**src/rtl/mab_pkg.sv**
```systemverilog
package mab_pkg;
  timeunit 1ns;
  timeprecision 1ps;

  // Target of a data address after map decoding.
  typedef enum logic [1:0] {
    RG_MEM  = 2'd0,
    RG_PER  = 2'd1,
    RG_NONE = 2'd2
  } region_e;

  // Peripheral space wins, then the shared memory, everything else is unmapped.
  function automatic region_e classify(input logic [63:0] a,
                                       input logic [63:0] mem_bytes,
                                       input logic [63:0] per_base);
    if (a >= per_base)       return RG_PER;
    else if (a < mem_bytes)  return RG_MEM;
    else                     return RG_NONE;
  endfunction

  // Memory word index of a byte address.
  function automatic logic [63:0] word_index(input logic [63:0] a, input int shift);
    return a >> shift;
  endfunction
endpackage

```
**src/rtl/mab_region_dec.sv**
```systemverilog
module mab_region_dec
  import mab_pkg::*;
#(
  parameter int          AW        = 32,
  parameter int          MA        = 7,
  parameter int          WSH       = 2,
  parameter logic [63:0] MEM_BYTES = 64'd512,
  parameter logic [63:0] PER_BASE  = 64'h000F_0000
) (
  input  logic [AW-1:0] addr,
  output region_e       region,
  output logic [MA-1:0] word
);
  timeunit 1ns;
  timeprecision 1ps;

  logic [63:0] addr_w;
  logic [63:0] widx;

  assign addr_w = 64'(addr);
  assign widx   = word_index(addr_w, WSH);
  assign region = classify(addr_w, MEM_BYTES, PER_BASE);
  assign word   = widx[MA-1:0];
endmodule

```
**src/rtl/mab_fetch_track.sv**
```systemverilog
module mab_fetch_track #(
  parameter int AW  = 32,
  parameter int DW  = 32,
  parameter int WSH = 2
) (
  input  logic          clk,
  input  logic          rst_n,
  input  logic          req,
  input  logic [AW-1:0] addr,
  input  logic          grant,
  input  logic [DW-1:0] mem_rdata,
  output logic          need,
  output logic          hit,
  output logic          pend,
  output logic          ready,
  output logic [DW-1:0] rdata
);
  timeunit 1ns;
  timeprecision 1ps;

  localparam int TW = AW - WSH;

  logic [TW-1:0] cur_word;
  logic [TW-1:0] kept_word;
  logic          kept_vld;
  logic [DW-1:0] kept_data;

  assign cur_word = addr[AW-1:WSH];

  // Same word as the one already held: no memory cycle needed.
  assign hit   = req && !pend && kept_vld && (cur_word == kept_word);
  assign need  = req && !pend && !hit;
  assign ready = pend || hit;
  assign rdata = pend ? mem_rdata : kept_data;

  always_ff @(posedge clk) begin
    if (!rst_n) begin
      pend      <= 1'b0;
      kept_vld  <= 1'b0;
      kept_word <= '0;
      kept_data <= '0;
    end else begin
      pend <= grant;
      if (grant) begin
        kept_word <= cur_word;
        kept_vld  <= 1'b1;
      end
      if (pend) kept_data <= mem_rdata;
    end
  end


  fetch_grant_needed_chk: assert property (@(posedge clk) disable iff (!rst_n)
    grant |-> need);


  fetch_resp_next_chk: assert property (@(posedge clk) disable iff (!rst_n)
    grant |=> ready);
endmodule

```
**src/rtl/mab_grant.sv**
```systemverilog
module mab_grant
  import mab_pkg::*;
(
  input  logic    wr_req,
  input  region_e wr_rg,
  input  logic    rd_ask,
  input  region_e rd_rg,
  input  logic    f_need,
  output logic    wr_mem,
  output logic    wr_per,
  output logic    rd_gnt,
  output logic    rd_mem,
  output logic    rd_per,
  output logic    f_gnt
);
  timeunit 1ns;
  timeprecision 1ps;

  logic rd_blocked;

  // Writes always win their target bus.
  assign wr_mem = wr_req && (wr_rg == RG_MEM);
  assign wr_per = wr_req && (wr_rg == RG_PER);

  // A read only loses when the write claims the same bus.
  assign rd_blocked = ((rd_rg == RG_MEM) && wr_mem) || ((rd_rg == RG_PER) && wr_per);
  assign rd_gnt     = rd_ask && !rd_blocked;
  assign rd_mem     = rd_gnt && (rd_rg == RG_MEM);
  assign rd_per     = rd_gnt && (rd_rg == RG_PER);

  // Fetch takes whatever memory slot is left.
  assign f_gnt = f_need && !wr_mem && !rd_mem;
endmodule

```
**src/rtl/mem_interlace_arb.sv**
```systemverilog
module mem_interlace_arb
  import mab_pkg::*;
#(
  parameter int          AW         = 32,
  parameter int          DW         = 32,
  parameter int          IMEM_WORDS = 64,
  parameter int          DMEM_WORDS = 64,
  parameter logic [63:0] PER_BASE   = 64'h000F_0000,
  localparam int         MEM_WORDS  = IMEM_WORDS + DMEM_WORDS,
  localparam int         MA         = (MEM_WORDS > 1) ? $clog2(MEM_WORDS) : 1
) (
  input  logic          clk,
  input  logic          rst_n,
  input  logic          if_en,
  input  logic [AW-1:0] if_addr,
  output logic          if_ready,
  output logic [DW-1:0] if_rdata,
  input  logic          dr_en,
  input  logic [AW-1:0] dr_addr,
  output logic          dr_ready,
  output logic [DW-1:0] dr_rdata,
  input  logic          dw_en,
  input  logic [AW-1:0] dw_addr,
  input  logic [DW-1:0] dw_wdata,
  output logic          dw_ready,
  output logic          mem_en,
  output logic          mem_we,
  output logic [MA-1:0] mem_addr,
  output logic [DW-1:0] mem_wdata,
  input  logic [DW-1:0] mem_rdata,
  output logic          per_en,
  output logic          per_we,
  output logic [AW-1:0] per_addr,
  output logic [DW-1:0] per_wdata,
  input  logic [DW-1:0] per_rdata
);
  timeunit 1ns;
  timeprecision 1ps;

  localparam int          WSH       = $clog2(DW / 8);
  localparam logic [63:0] MEM_BYTES = 64'(MEM_WORDS) * 64'(DW / 8);
  localparam int          NDP       = 2;  // data ports: 0 = write, 1 = read

  // Map decoding for both data ports.
  logic [AW-1:0] dp_addr [NDP];
  region_e       dp_rg   [NDP];
  logic [MA-1:0] dp_word [NDP];

  assign dp_addr[0] = dw_addr;
  assign dp_addr[1] = dr_addr;

  for (genvar p = 0; p < NDP; p++) begin : g_dec
    mab_region_dec #(
      .AW(AW), .MA(MA), .WSH(WSH), .MEM_BYTES(MEM_BYTES), .PER_BASE(PER_BASE)
    ) u_dec (
      .addr   (dp_addr[p]),
      .region (dp_rg[p]),
      .word   (dp_word[p])
    );
  end

  // Named internal events.
  logic    f_need, f_hit, f_pend, f_gnt;
  logic    wr_mem, wr_per, rd_gnt, rd_mem, rd_per, rd_ask;
  logic    rd_pend;
  region_e rd_sel_q;
  logic [MA-1:0] f_word;

  assign rd_ask = dr_en && !rd_pend;
  assign f_word = if_addr[WSH +: MA];

  mab_fetch_track #(.AW(AW), .DW(DW), .WSH(WSH)) u_fetch (
    .clk       (clk),
    .rst_n     (rst_n),
    .req       (if_en),
    .addr      (if_addr),
    .grant     (f_gnt),
    .mem_rdata (mem_rdata),
    .need      (f_need),
    .hit       (f_hit),
    .pend      (f_pend),
    .ready     (if_ready),
    .rdata     (if_rdata)
  );

  mab_grant u_grant (
    .wr_req (dw_en),
    .wr_rg  (dp_rg[0]),
    .rd_ask (rd_ask),
    .rd_rg  (dp_rg[1]),
    .f_need (f_need),
    .wr_mem (wr_mem),
    .wr_per (wr_per),
    .rd_gnt (rd_gnt),
    .rd_mem (rd_mem),
    .rd_per (rd_per),
    .f_gnt  (f_gnt)
  );

  // Memory bus: one owner per cycle.
  always_comb begin
    mem_en   = wr_mem || rd_mem || f_gnt;
    mem_we   = wr_mem;
    mem_addr = '0;
    if (wr_mem)      mem_addr = dp_word[0];
    else if (rd_mem) mem_addr = dp_word[1];
    else if (f_gnt)  mem_addr = f_word;
  end
  assign mem_wdata = dw_wdata;

  // Peripheral bus.
  always_comb begin
    per_en   = wr_per || rd_per;
    per_we   = wr_per;
    per_addr = '0;
    if (wr_per)      per_addr = dw_addr;
    else if (rd_per) per_addr = dr_addr;
  end
  assign per_wdata = dw_wdata;

  // Writes complete in the cycle they are seen.
  assign dw_ready = dw_en;

  // Read response tracking.
  always_ff @(posedge clk) begin
    if (!rst_n) begin
      rd_pend  <= 1'b0;
      rd_sel_q <= RG_NONE;
    end else begin
      rd_pend <= rd_gnt;
      if (rd_gnt) rd_sel_q <= dp_rg[1];
    end
  end

  assign dr_ready = rd_pend;
  always_comb begin
    dr_rdata = '0;
    if (rd_pend) begin
      case (rd_sel_q)
        RG_MEM:  dr_rdata = mem_rdata;
        RG_PER:  dr_rdata = per_rdata;
        default: dr_rdata = '0;
      endcase
    end
  end


  mem_single_owner_chk: assert property (@(posedge clk) disable iff (!rst_n)
    $onehot0({wr_mem, rd_mem, f_gnt}));


  mem_resp_unique_chk: assert property (@(posedge clk) disable iff (!rst_n)
    !(f_pend && rd_pend && (rd_sel_q == RG_MEM)));


  rd_resp_next_chk: assert property (@(posedge clk) disable iff (!rst_n)
    rd_gnt |=> dr_ready);


  rd_lose_stall_chk: assert property (@(posedge clk) disable iff (!rst_n)
    (rd_ask && (dp_rg[1] == RG_MEM) && dw_en && (dp_rg[0] == RG_MEM)) |=> !dr_ready);


  per_route_chk: assert property (@(posedge clk) disable iff (!rst_n)
    per_en |-> (64'(per_addr) >= PER_BASE));


  wr_unmapped_drop_chk: assert property (@(posedge clk) disable iff (!rst_n)
    (dw_en && (dp_rg[0] == RG_NONE)) |-> (!mem_we && !per_we));


  fetch_no_refetch_chk: assert property (@(posedge clk) disable iff (!rst_n)
    (f_pend && if_en) |=> !(if_en && $stable(if_addr[AW-1:WSH]) && f_gnt));


  data_free_slot_chk: assert property (@(posedge clk) disable iff (!rst_n)
    (f_hit && rd_ask && (dp_rg[1] == RG_MEM) && !dw_en) |-> rd_mem);
endmodule

```
**config.mk**
```make
export PLATFORM = sky130hd
export DESIGN_NAME = mem_interlace_arb
export DESIGN_NICKNAME = d
export VERILOG_FILES = /design/src/rtl/mab_pkg.sv /design/src/rtl/mab_region_dec.sv /design/src/rtl/mab_fetch_track.sv /design/src/rtl/mab_grant.sv /design/src/rtl/mem_interlace_arb.sv
export SDC_FILE = /design/constraint.sdc
export NUM_CORES = 1
export LEC_CHECK = 0
export BUFFER_PORTS_ARGS = -buffer_cell sky130_fd_sc_hd__buf_2
export CAP_MARGIN = 10
export CORE_AREA = 10 10 137 139
export DETAILED_ROUTE_END_ITERATION = 16
export DIE_AREA = 0 0 147 149
export MAX_ROUTING_LAYER = met4
export PLACE_DENSITY = 0.65
export SYNTH_ARGS = -nofsm -noshare
export SYNTH_HDL_FRONTEND = slang
export SYNTH_SLANG_ARGS = --single-unit
export TNS_END_PERCENT = 10
```
**constraint.sdc**
```tcl
create_clock -name clk -period 5.18 [get_ports clk]
set_clock_uncertainty 0.15 [all_clocks]
set_input_delay 0.518 -clock clk [delete_from_list [all_inputs] [get_ports clk]]
set_output_delay 0.518 -clock clk [all_outputs]
set_load 0.05 [all_outputs]
```
==> results_dict.tcl <==
set metrics [dict create \
    gr-total-overflow 0 \
    fmax_ghz 0.293 \
    clk-insertion-delay-late_ns 0.34 \
    antennaDiodeCount 0 \
    synth_edf_count 0 \
    synthDominantCellAreaShare 0.288 \
    drt-initial-drc-count 158 \
    path_clk_slew_ns 0.07 \
    power.density_nw_per_um2 287 \
    area_delta_synth_final_pct 29.6 \
    end_kind "output pin" \
    nets 933 \
    cp_data_required_time_ns 4.51 \
    crit_arrival_ns 2.74 \
    post_drt_wl_per_cell_microns 19.1 \
    hold_viol_final 0 \
    coreArea_sq_um 16200 \
    first_pass_iters 4 \
    final-setup-viol-count 0 \
    clk_path_buf_depth 2 \
    yosysTopAreaCell "dfxtp_1" \
    ys_types 39 \
    cts_tree "built" \
    cts_resized 0 \
    mostFrequentLayoutCells "buf_2, nand2_1, dfxtp_1" \
    cts_buffers 9 \
    grt_usage 0.159 \
    antenna_found_initial 0 \
    die_area_sq_um 21900 \
    grt_max_degree 70 \
    yosysWarnings 0 \
    synthesis.area_sq_um 4660 \
    final_common_cell "buf_2" \
    place.gp.congestion 0.849 \
    syn-num-nets 742 \
    rsz0062_at_grt "no" \
    pin_count 371 \
    ys_seq_area_frac 0.288 \
    fin_total_pwr_w 0.00174 \
    drc 0 \
    tns_ns 0 \
    grt_pass1_wl_microns 26500 \
    critPathKind "in2out" \
    async_reset_ff_frac 0 \
    htreeDepth 3 \
    synthTopCellsByArea "dfxtp_1, mux2i_1, buf_4, mux2_2, nand2_1" \
    ys_ff_latch 67 \
    layout-drive-gt1-share 0.452 \
    p_leak_nw 3.00 \
    grt_pass1_vias 4398 \
    drv_cap 0 \
    cts_sinks 67 \
    portBuffers 272 \
    initial_utilization 0.288 \
    ant_nets 0 \
    holdBufCountCts 0 \
    worst_pin_slew_ns 1.15 \
    post-route-period-util 0.659 \
    cp_max_fo 19 \
    worst_setup_path_start_kind "input port" \
    synth_cells 545 \
    die_w_microns 147 \
    die_h_microns 149 \
    synth_ff_type "dfxtp_1" \
    viasPerCell 4.70 \
    status "complete, no violations" \
    slew_violations 0 \
    via_count 4513 \
    post_cts_buffers 0 \
    cts-root-buf "clkbuf_16" \
    rows 47 \
    ir_drop_mv 0.224 \
    syn_area_per_cell_sq_um 8.55 \
    timing.slew.headroom 0.233 \
    hpwl_microns 15400 \
    fin_crit_ns 3.41 \
    hold_class "in2reg" \
    wl_microns 18400 \
]
routing by layer:
| layer | up-vias | GRT usage | wire length, microns | share of wire |
|---|---|---|---|---|
| li1 | 2206 | - | - | - |
| met1 | 2052 | 0.163 | 6830 | 0.37 |
| met2 | 226 | 0.276 | 9550 | 0.52 |
| met3 | 29 | 0.0619 | 1650 | 0.090 |
| met4 | 0 | 0.0486 | 346 | 0.019 |
| met5 | - | - | 0 | 0 |
path summary, 6_finish.rpt:
check,from,endpoint,slack [ns],depth (start not counted)
worst max-delay path,dw_addr[23],mem_addr[4],1.77,8
worst min-delay path,if_addr[25],u_fetch.kept_word[23],0.29,3
worst max register to register,u_fetch.pend,u_fetch.kept_vld,2.62,8
worst min register to register,u_fetch.kept_word[26],u_fetch.kept_word[26],0.32,2
worst max-delay path, cell delays in order:
cell     delay, ns
buf_2         0.11
nor4_1        0.46
and4_1        0.30
nand4_2       0.37
nand2_1       0.37
nand3_1       0.12
a31oi_1       0.20
buf_2         0.29
area by class of cell:
cell class,instances,area [sq um]
inverter,3,11.3
multi-input combinational,378,2680
sequential,67,1340
clock buffer,9,225
clock inverter,7,106
fill,1703,10100
tap,220,275
timing repair buffer,277,1400
stage by stage:
stage / util / cells / hold WS [ns] / setup slack [ns] / cell area (sq um)
after floorplan: - / 545 / 0.296 / 1.69 / 4660
after global placement: 0.353 / 945 / 0.304 / 1.77 / 5710
after detailed placement: 0.353 / 945 / 0.308 / 1.76 / 5710
after CTS: 0.374 / 961 / 0.262 / 1.75 / 6040
after global routing: 0.374 / 961 / 0.281 / 1.54 / 6040
final: 0.374 / 961 / 0.288 / 1.77 / 6040
registers in the layout (all words and copies together) (netlist names):
| register | flops |
|---|---|
| u_fetch.kept_data | 32 |
| u_fetch.kept_word | 30 |
| rd_sel_q | 2 |
| dr_ready | 1 |
| u_fetch.kept_vld | 1 |
| u_fetch.pend | 1 |
cells by family after synthesis:
kind of cell | count (synthesis) | synth area share
simple gates | 207 | 0.225
buf+inv | 100 | 0.140
mux | 94 | 0.210
flops | 67 | 0.288
compound gates | 47 | 0.0805
xor+xnor | 30 | 0.0564
power by group:
part	total, W	internal, W	switching [W]
clock	0.000685	0.000431	0.000255
sequential	0.000566	0.000545	0.0000210
combinational	0.000485	0.000167	0.000318
total	0.00174	0.00114	0.000594
Yosys cell counts, types with 3 or more instances:
master and instances:
nand2_1 75, clkbuf_1 21, buf_6 4, buf_2 3, nand4b_1 3, nor4_1 20
and2_1 34, o21a_1 3, xor2_1 23, a22o_1 31, a31oi_1 7, buf_4 65
buf_1 4, inv_1 3, xnor2_1 7, nor2_1 40, nand4_1 5, mux2i_1 62
dfxtp_1 67, nor3_1 4, nand3_1 8, mux2_2 32
Note: power is estimated with default switching activity, not from simulation.
